File: src/rtl/seg_xlate_pkg.sv
package seg_xlate_pkg;
  localparam int unsigned DEF_ADDR_W  = 32;
  localparam int unsigned DEF_SEG_CNT = 4;

  // Which half of a segment pair a configuration write targets
  typedef enum logic {
    FLD_BASE  = 1'b0,
    FLD_LIMIT = 1'b1
  } seg_field_e;
endpackage

File: src/rtl/seg_priv_guard.sv
module seg_priv_guard (
  input  logic clk,
  input  logic rst,
  input  logic cfg_wr_en,
  input  logic priv_kernel,
  output logic wr_allow,
  output logic denied_q
);
  // Only kernel-mode writes reach the register bank
  assign wr_allow = cfg_wr_en & priv_kernel;

  always_ff @(posedge clk) begin
    if (rst) denied_q <= 1'b0;
    else     denied_q <= cfg_wr_en & ~priv_kernel;
  end
endmodule

File: src/rtl/seg_bank.sv
module seg_bank
  import seg_xlate_pkg::*;
#(
  parameter int unsigned ADDR_W  = DEF_ADDR_W,
  parameter int unsigned SEG_CNT = DEF_SEG_CNT,
  parameter int unsigned SEL_W   = 2
) (
  input  logic              clk,
  input  logic              rst,
  input  logic              wr_allow,
  input  logic [SEL_W-1:0]  wr_seg,
  input  seg_field_e        wr_field,
  input  logic [ADDR_W-1:0] wr_data,
  input  logic [SEL_W-1:0]  rd_seg,
  output logic [ADDR_W-1:0] rd_base,
  output logic [ADDR_W-1:0] rd_limit
);
  logic [ADDR_W-1:0] base_q  [SEG_CNT];
  logic [ADDR_W-1:0] limit_q [SEG_CNT];

  for (genvar g = 0; g < SEG_CNT; g++) begin : g_seg
    localparam logic [SEL_W-1:0] ID = SEL_W'(g);
    wire hit = wr_allow && (wr_seg == ID);

    always_ff @(posedge clk) begin
      if (rst) begin
        base_q[g]  <= '0;
        limit_q[g] <= '0;
      end else if (hit) begin
        if (wr_field == FLD_BASE) base_q[g]  <= wr_data;
        else                      limit_q[g] <= wr_data;
      end
    end
  end

  // Small bank: plain mux read so the pair is available in the request cycle
  always_comb begin
    rd_base  = '0;
    rd_limit = '0;
    for (int i = 0; i < SEG_CNT; i++) begin
      if (rd_seg == SEL_W'(i)) begin
        rd_base  = base_q[i];
        rd_limit = limit_q[i];
      end
    end
  end
endmodule

File: src/rtl/seg_check.sv
module seg_check #(
  parameter int unsigned ADDR_W = 32
) (
  input  logic [ADDR_W-1:0] offset,
  input  logic [ADDR_W-1:0] base,
  input  logic [ADDR_W-1:0] limit,
  output logic [ADDR_W-1:0] paddr,
  output logic              out_of_range
);
  // Unsigned bound: offset equal to the limit is already outside
  assign out_of_range = (offset >= limit);
  assign paddr        = offset + base;
endmodule

File: src/rtl/seg_xlate_unit.sv
module seg_xlate_unit
  import seg_xlate_pkg::*;
#(
  parameter  int unsigned ADDR_W  = DEF_ADDR_W,
  parameter  int unsigned SEG_CNT = DEF_SEG_CNT,
  localparam int unsigned SEL_W   = (SEG_CNT > 1) ? $clog2(SEG_CNT) : 1
) (
  input  logic              clk,
  input  logic              rst,
  input  logic              req_valid,
  input  logic [SEL_W-1:0]  req_seg,
  input  logic [ADDR_W-1:0] req_vaddr,
  input  logic              priv_kernel,
  input  logic              cfg_wr_en,
  input  logic [SEL_W-1:0]  cfg_seg,
  input  logic              cfg_field,
  input  logic [ADDR_W-1:0] cfg_wdata,
  output logic              rsp_valid,
  output logic [ADDR_W-1:0] rsp_paddr,
  output logic              rsp_fault,
  output logic              cfg_denied,
  output logic [ADDR_W-1:0] fault_vaddr
);
  logic              wr_allow;
  logic [ADDR_W-1:0] sel_base, sel_limit, sum_addr;
  logic              oob;

  seg_priv_guard u_guard (
    .clk         (clk),
    .rst         (rst),
    .cfg_wr_en   (cfg_wr_en),
    .priv_kernel (priv_kernel),
    .wr_allow    (wr_allow),
    .denied_q    (cfg_denied)
  );

  seg_bank #(.ADDR_W(ADDR_W), .SEG_CNT(SEG_CNT), .SEL_W(SEL_W)) u_bank (
    .clk      (clk),
    .rst      (rst),
    .wr_allow (wr_allow),
    .wr_seg   (cfg_seg),
    .wr_field (seg_field_e'(cfg_field)),
    .wr_data  (cfg_wdata),
    .rd_seg   (req_seg),
    .rd_base  (sel_base),
    .rd_limit (sel_limit)
  );

  seg_check #(.ADDR_W(ADDR_W)) u_check (
    .offset       (req_vaddr),
    .base         (sel_base),
    .limit        (sel_limit),
    .paddr        (sum_addr),
    .out_of_range (oob)
  );

  always_ff @(posedge clk) begin
    if (rst) begin
      rsp_valid   <= 1'b0;
      rsp_fault   <= 1'b0;
      rsp_paddr   <= '0;
      fault_vaddr <= '0;
    end else begin
      rsp_valid <= req_valid;
      rsp_fault <= req_valid & oob;
      rsp_paddr <= (req_valid && !oob) ? sum_addr : '0;
      if (req_valid && oob) fault_vaddr <= req_vaddr;
    end
  end
endmodule

File: config.mk
export PLATFORM = sky130hd
export DESIGN_NAME = seg_xlate_unit
export DESIGN_NICKNAME = d
export VERILOG_FILES = /design/src/rtl/seg_xlate_pkg.sv /design/src/rtl/seg_priv_guard.sv /design/src/rtl/seg_bank.sv /design/src/rtl/seg_check.sv /design/src/rtl/seg_xlate_unit.sv
export SDC_FILE = /design/constraint.sdc
export NUM_CORES = 1
export LEC_CHECK = 0
export BUFFER_PORTS_ARGS = -buffer_cell sky130_fd_sc_hd__buf_2
export CORE_ASPECT_RATIO = 0.8
export CORE_MARGIN = 2
export CORE_UTILIZATION = 40
export CTS_CLUSTER_SIZE = 16
export DETAILED_ROUTE_END_ITERATION = 7
export PLACE_DENSITY = 0.6
export REMOVE_ABC_BUFFERS = 1
export SLEW_MARGIN = 20
export SYNTH_ARGS = -nofsm -noshare
export SYNTH_HDL_FRONTEND = slang
export SYNTH_SLANG_ARGS = --single-unit
export TNS_END_PERCENT = 30
File: constraint.sdc
create_clock -name clk -period 11.7 [get_ports clk]
set_clock_uncertainty 0.2 [all_clocks]
set_input_delay 1.755 -clock clk [delete_from_list [all_inputs] [get_ports clk]]
set_output_delay 1.755 -clock clk [all_outputs]
set_load 0.03 [all_outputs]
==> reports/metrics.yaml, run 1 <==
clock_tree:
  cts_hold_buf: 0
  cts_resized: 0
  postCtsSetupBuffers: 0
  htree_levels: 2
  cts-buffers-inserted: 36
  clock-sinks: 323
  clk_latency_ps: 530
  clk_path_buf_depth: 3
  clk_pin_slew_ps: 60
  cts_tree: "done"
  cts_root_buf: "clkbuf_16"
global_route:
  grt_pass1_vias: 9604
  grt_use_met1: 0.293
  grt_usage: 0.200
  overflow: 0
  antenna_found_initial: 3
  grt_max_degree: 49
  busiest_layer: "met2"
  grt_first_pass_wirelength_um: 60700
  gr-usage-met2: 0.311
  grtUsageMet3: 0.0350
logic_synthesis:
  syn_avg_cell_area_um2: 13.6
  synth_top_cell_area_share: 0.498
  synth_area_leaders: "edfxtp_1 50%, and2_1 11%, mux4_2 9.2%"
  synthArstFlopShare: 0
  ys_seq_area_frac: 0.584
  synth_largest_area_cell: "edfxtp_1"
  synth_cells: 1139
  synth_seq_cells: 323
  syn_area_um2: 15400
  synth_flop_cell: "edfxtp_1"
  synth-warning-count: 0
  synth_cell_type_count: 64
  synth-edff-count: 256
die:
  initial_utilization: 0.405
  die_h_um: 180
  fp.dieArea_um2: 40200
  io_pins: 141
  core_um2: 38100
  core.rowCount: 64
  die_w_um: 224
timing:
  period_minus_slack_ps: 5980
  whs_ps: 289
  tns_ps: 0
  setup_viol: 0
  slew_headroom: 0.290
  setup_ws_ps: 5720
  finalMaxSlewViolations: 0
  rsz0062_at_grt: "no"
  worstMarginPinSlew_ps: 1060
  finalCritPeriodShare: 0.511
  hold_violations: 0
  clock.fmax_ghz: 0.167
routing:
  dr.pass1.iters: 5
  drt-total-wl_um: 40100
  viasPerCell: 5.30
  vias: 9573
  routedWlPerCell_um: 22.2
  route.detailed.drc: 0
  drtAntennaViolNets: 0
  dr.first_iter.drc_count: 869
final_layout:
  regArea_um2: 9030
  multi_input_comb_area_um2: 6190
  final_cells: 1806
  drive_gt1_frac: 0.231
  nFillCells: 3384
  final_net_count: 1421
  layout_common_cells: "260 x and2_1, 256 x edfxtp_1, 139 x buf_2"
  area_delta_synth_final_pct: 16.1
  final_common_cell: "and2_1"
pwr:
  ir_worst_vdd_v: 0.0000778
  p_leak_uw: 0.00701
  p_int_uw: 2120
  p_sw_uw: 746
  p_comb_frac: 0.153
  finalPower_uw: 2870
  powerDensity_nw_per_um2: 160
  pwr-share-seq: 0.465
  pwr-share-clk: 0.382
  sw_frac_of_total: 0.260
run:
  maxCapViolations: 0
placement:
  dp_hpwl_um: 24300
  gp_congestion: 0.856
  dpl_worst_slack_ps: 5060
  dp.cells: 1740
  port_buffers: 140
worst_hold_path:
  hp-start: "fault_vaddr[23]$_SDFFE_PP0P_"
  hp-class: "flip-flop to flip-flop"
worst_setup_path:
  endpoint_kind: "flip-flop"
  worst_ep_required_time_ps: 11930
  critPathLaunchType: "input pin"
  critPathKind: "input pin to flip-flop"
  startpoint: "req_seg[0]"
  arrival_ps: 6220
  critical_path.max_fanout: 47
  reg2reg_from: "u_bank.limit_q[2][13]$_SDFFCE_PN0P_"
run_status:
  status: "complete, no violations"
-- Yosys cell counts (all sizes together) (3+ instances only) --
library cell	instances
dfxtp	67
o21a	3
ha	63
nand2	20
mux4	64
and4	3
and3	6
xnor2	12
edfxtp	256
inv	39
nand4	8
a211oi	5
nor3	14
nor2b	9
xor2	12
a221oi	3
nand3	4
o21ai	24
o21bai	10
mux2i	32
nand2b	6
buf	11
nor2	74
a21oi	33
clkbuf	40
o211ai	5
and2	261
a221o	3
or3	4
a21o	22
-- power by group through the flow --
stage | logic (uW) | registers (uW) | clock network, uW
2_1_floorplan | 248 | 1390 | 0
3_3_place_gp | 433 | 1350 | 0
3_5_place_dp | 438 | 1360 | 0
4_1_cts | 439 | 1330 | 1110
5_1_grt | 476 | 1340 | 1160
6_report | 439 | 1330 | 1100
-- per-stage QoR --
stage               area, um^2  utilization
finish                   17900        0.471
global route             17900        0.471
CTS                      17900        0.471
detailed placement       16800        0.441
global placement         16800        0.441
floorplan                15200            -
-- cells by family (layout without fill, tap and decap cells) --
logic type / after synthesis / after routing / synth area share
adder cells (fa/ha/maj): 64 / 64 / 0.0523
other: 0 / 1 / 0
flip-flops: 323 / 323 / 0.584
AND/OR/NAND/NOR: 415 / 415 / 0.153
buffers and inverters: 90 / 261 / 0.0232
AO/OA/AOI/OAI: 127 / 127 / 0.0595
XOR/XNOR: 24 / 24 / 0.0136
multiplexers: 96 / 96 / 0.114
-- path summary, 6_finish.rpt --
path / end / slack, ps / cells past startpoint
worst max-delay path: rsp_paddr[15]$_SDFF_PP0_ / 5720 / 14
worst max register to register: rsp_paddr[15]$_SDFF_PP0_ / 7790 / 12
worst min-delay path: fault_vaddr[23]$_SDFFE_PP0P_ / 290 / 2
worst min register to register: fault_vaddr[23]$_SDFFE_PP0P_ / 290 / 2
-- final cells by class --
class / instances / share of cell area
diodes: 1 / 0.000140
clock buffers: 50 / 0.0555
clock inverters: 15 / 0.00718
inverters: 39 / 0.00816
multi-input cells: 726 / 0.345
flip-flops and latches: 323 / 0.503
well taps: 495 / 0.0345
repair buffers: 157 / 0.0463
-- routing by layer --
metal  routed length (um)  share of wire
met1                18900           0.47
met4                  781          0.019
met5                    0              0
met3                 2320          0.058
met2                18100           0.45
-- worst max-delay path, stage by stage --
cell and delay (ps):
buf_4 340, buf_4 810, mux4_2 600, inv_1 70, ha_1 240, a21oi_1 140
nor2_1 60, a211oi_1 190, o21ai_1 120, a221oi_2 510, nand2_1 140, a211o_1 610
buf_4 340, nor3_1 200
-- state kept, by name, indices dropped and copies added (netlist names) --
name              cells
u_bank.base_q       128
rsp_fault             1
rsp_valid             1
u_bank.limit_q      128
rsp_paddr            32
fault_vaddr          32
u_guard.denied_q      1
Note: power is estimated with default switching activity, not from simulation.
==> inputs of run 2 (changes only) <==
==> constraint.sdc (replaced) <==
create_clock -name clk -period 5.65 [get_ports clk]
set_clock_uncertainty 0.2 [all_clocks]
set_input_delay 0.8475 -clock clk [delete_from_list [all_inputs] [get_ports clk]]
set_output_delay 0.8475 -clock clk [all_outputs]
set_load 0.03 [all_outputs]
==> run 2 against run 1 <==
- register-to-register slack worse by 5900 ps
- clock power is 100% higher
- critical path depth is 1 lower
- combinational power is 110% higher
- cell area hardly changed
- worst hold slack worse by 5.8 ps
- via count is 0.49% higher
- die area stayed put
- power is 100% higher
- global-route usage is 0.19 points higher
==> reports/metrics.yaml, run 2 (synthesis gave the netlist of run 1 again) <==
clock_tree:
  clk_pin_slew_ps: 60  # about the same
  clk_path_buf_depth: 3  # unchanged
  clk_latency_ps: 530  # about the same
  cts_resized: 0  # unchanged
  cts_root_buf: "clkbuf_16"  # unchanged
  htree_levels: 2  # unchanged
  clock-sinks: 323  # unchanged
  postCtsSetupBuffers: 0  # unchanged
  cts-buffers-inserted: 36  # unchanged
  cts_tree: "done"  # unchanged
  cts_hold_buf: 0  # unchanged
final_layout:
  top_regs: "u_bank.base_q (128), u_bank.limit_q (128)"  # unchanged
  drive_gt1_frac: 0.234  # was 0.231
  layout_common_cells: "260 x and2_1, 256 x edfxtp_1, 139 x buf_2"  # unchanged
  final_common_cell: "and2_1"  # unchanged
  area_delta_synth_final_pct: 16.2  # was 16.1%
  final_net_count: 1424  # was 1421
  nFillCells: 3412  # was 3384
routing:
  routedWlPerCell_um: 22.1  # was 22.2 um
  dr.pass1.iters: 5  # unchanged
  route.detailed.drc: 0  # unchanged
  drt-total-wl_um: 39900  # was 40100 um
  dr.first_iter.drc_count: 922  # was 869
  vias: 9620  # was 9573
  viasPerCell: 5.32  # was 5.30
  drtAntennaViolNets: 0  # unchanged
timing:
  setup_ws_ps: 1300  # was 5720 ps
  slew_headroom: 0.247  # was 0.290
  worstMarginPinSlew_ps: 1130  # was 1060 ps
  clock.fmax_ghz: 0.230
  finalMaxSlewViolations: 0  # unchanged
  finalCritPeriodShare: 0.770
  period_minus_slack_ps: 4350
  tns_ps: 0  # unchanged
  hold_violations: 0  # unchanged
  rsz0062_at_grt: "no"  # unchanged
  setup_viol: 0  # unchanged
worst_setup_path:
  critPathLaunchType: "input pin"  # unchanged
  r2r_slack_ps: 1890  # was 7790 ps
  critPathKind: "input pin to flip-flop"  # unchanged
  arrival_ps: 4520  # was 6220 ps
  critical_path.max_fanout: 17  # was 47
  ff2ff_path_depth: 12  # unchanged
  worst_ep_required_time_ps: 5820  # was 11930 ps
  endpoint_kind: "flip-flop"  # unchanged
pwr:
  ir_worst_vdd_v: 0.000224  # was 0.0000778 V
  p_sw_uw: 1540  # was 746 uW
  p_int_uw: 4340  # was 2120 uW
  finalPower_uw: 5870  # was 2870 uW
  p_leak_uw: 0.00702  # was 0.00701 uW
  p_comb_frac: 0.155  # was 0.153
  pwr-share-seq: 0.470  # was 0.465
  pwr-share-clk: 0.375  # was 0.382
  sw_frac_of_total: 0.261  # was 0.260
  powerDensity_nw_per_um2: 327  # was 160 nW/um^2
die:
  initial_utilization: 0.405  # unchanged
  core.rowCount: 64  # unchanged
  core_um2: 38100  # unchanged
  io_pins: 141  # unchanged
  die_w_um: 224  # unchanged
  fp.dieArea_um2: 40200  # unchanged
  die_h_um: 180  # unchanged
global_route:
  grtUsageMet3: 0.0335  # was 0.0350
  grt_max_degree: 65  # was 49
  grt_first_pass_wirelength_um: 61100  # was 60700 um
  gr-usage-met2: 0.311  # about the same
  busiest_layer: "met2"  # unchanged
  grt_usage: 0.202  # was 0.200
  antenna_found_initial: 1  # was 3
  grt_use_met1: 0.302  # was 0.293
  overflow: 0  # unchanged
  grt_pass1_vias: 9758  # was 9604
run_status:
  status: "complete, no violations"  # unchanged
worst_hold_path:
  whs_path_depth: 2  # unchanged
  hp-class: "flip-flop to flip-flop"  # unchanged
placement:
  dp_hpwl_um: 25200  # was 24300 um
  dpl_worst_slack_ps: 819  # was 5060 ps
  gp_congestion: 0.808  # was 0.856
  port_buffers: 140  # unchanged
run:
  maxCapViolations: 0  # unchanged
[run 2: final timing paths]
check	start	endpoint
setup / recovery	req_seg[0]	rsp_paddr[30]$_SDFF_PP0_
hold / removal	fault_vaddr[12]$_SDFFE_PP0P_	fault_vaddr[12]$_SDFFE_PP0P_
setup reg to reg	u_bank.base_q[2][0]$_SDFFCE_PN0P_	rsp_paddr[30]$_SDFF_PP0_
hold reg to reg	fault_vaddr[12]$_SDFFE_PP0P_	fault_vaddr[12]$_SDFFE_PP0P_
[run 2: area by class of cell]
type / instances / area, um^2 / share of cell area
tap: 495 / 619 / 0.0345
multi-input combinational: 726 / 6190 / 0.345
antenna: 2 / 5.00 / 0.000279
clock inverter: 14 / 115 / 0.00641
inverter: 39 / 146 / 0.00815
sequential: 323 / 9030 / 0.503
timing repair buffer: 160 / 866 / 0.0482
clock buffer: 50 / 983 / 0.0548
[run 2: power by group through the flow]
stage,Sequential (uW),Combinational (uW),Clock (uW)
3_5_place_dp,2810,913,0
5_1_grt,2770,995,2340
4_1_cts,2760,916,2250
6_report,2760,913,2200
3_3_place_gp,2800,905,0
2_1_floorplan,2880,513,0
[run 2: routing by layer]
| metal | vias to the layer above | wire (um) |
|---|---|---|
| met5 | - | 0 |
| met4 | 0 | 600 |
| met3 | 42 | 2330 |
| met2 | 254 | 17900 |
| met1 | 4859 | 19100 |
| li1 | 4465 | - |
[run 2: critical path, stage by stage]
cell      delay (ps)
buf_4            170
buf_4            370
buf_4            280
mux4_2           590
ha_1             400
a21oi_1          190
nand3b_1         150
nand4_1          140
a311oi_2         660
o211ai_1         260
a21oi_1          230
xor2_1           160
nor2_1            50
[run 2: metrics by stage]
step	area, um^2	hold WS [ps]	util	cells
after CTS	17900	279	0.471	1807
after floorplan	15200	431	-	1088
after detailed placement	16800	276	0.442	1743
after global placement	16800	266	0.442	1743
final	18000	283	0.471	1809
after global routing	17900	299	0.471	1807
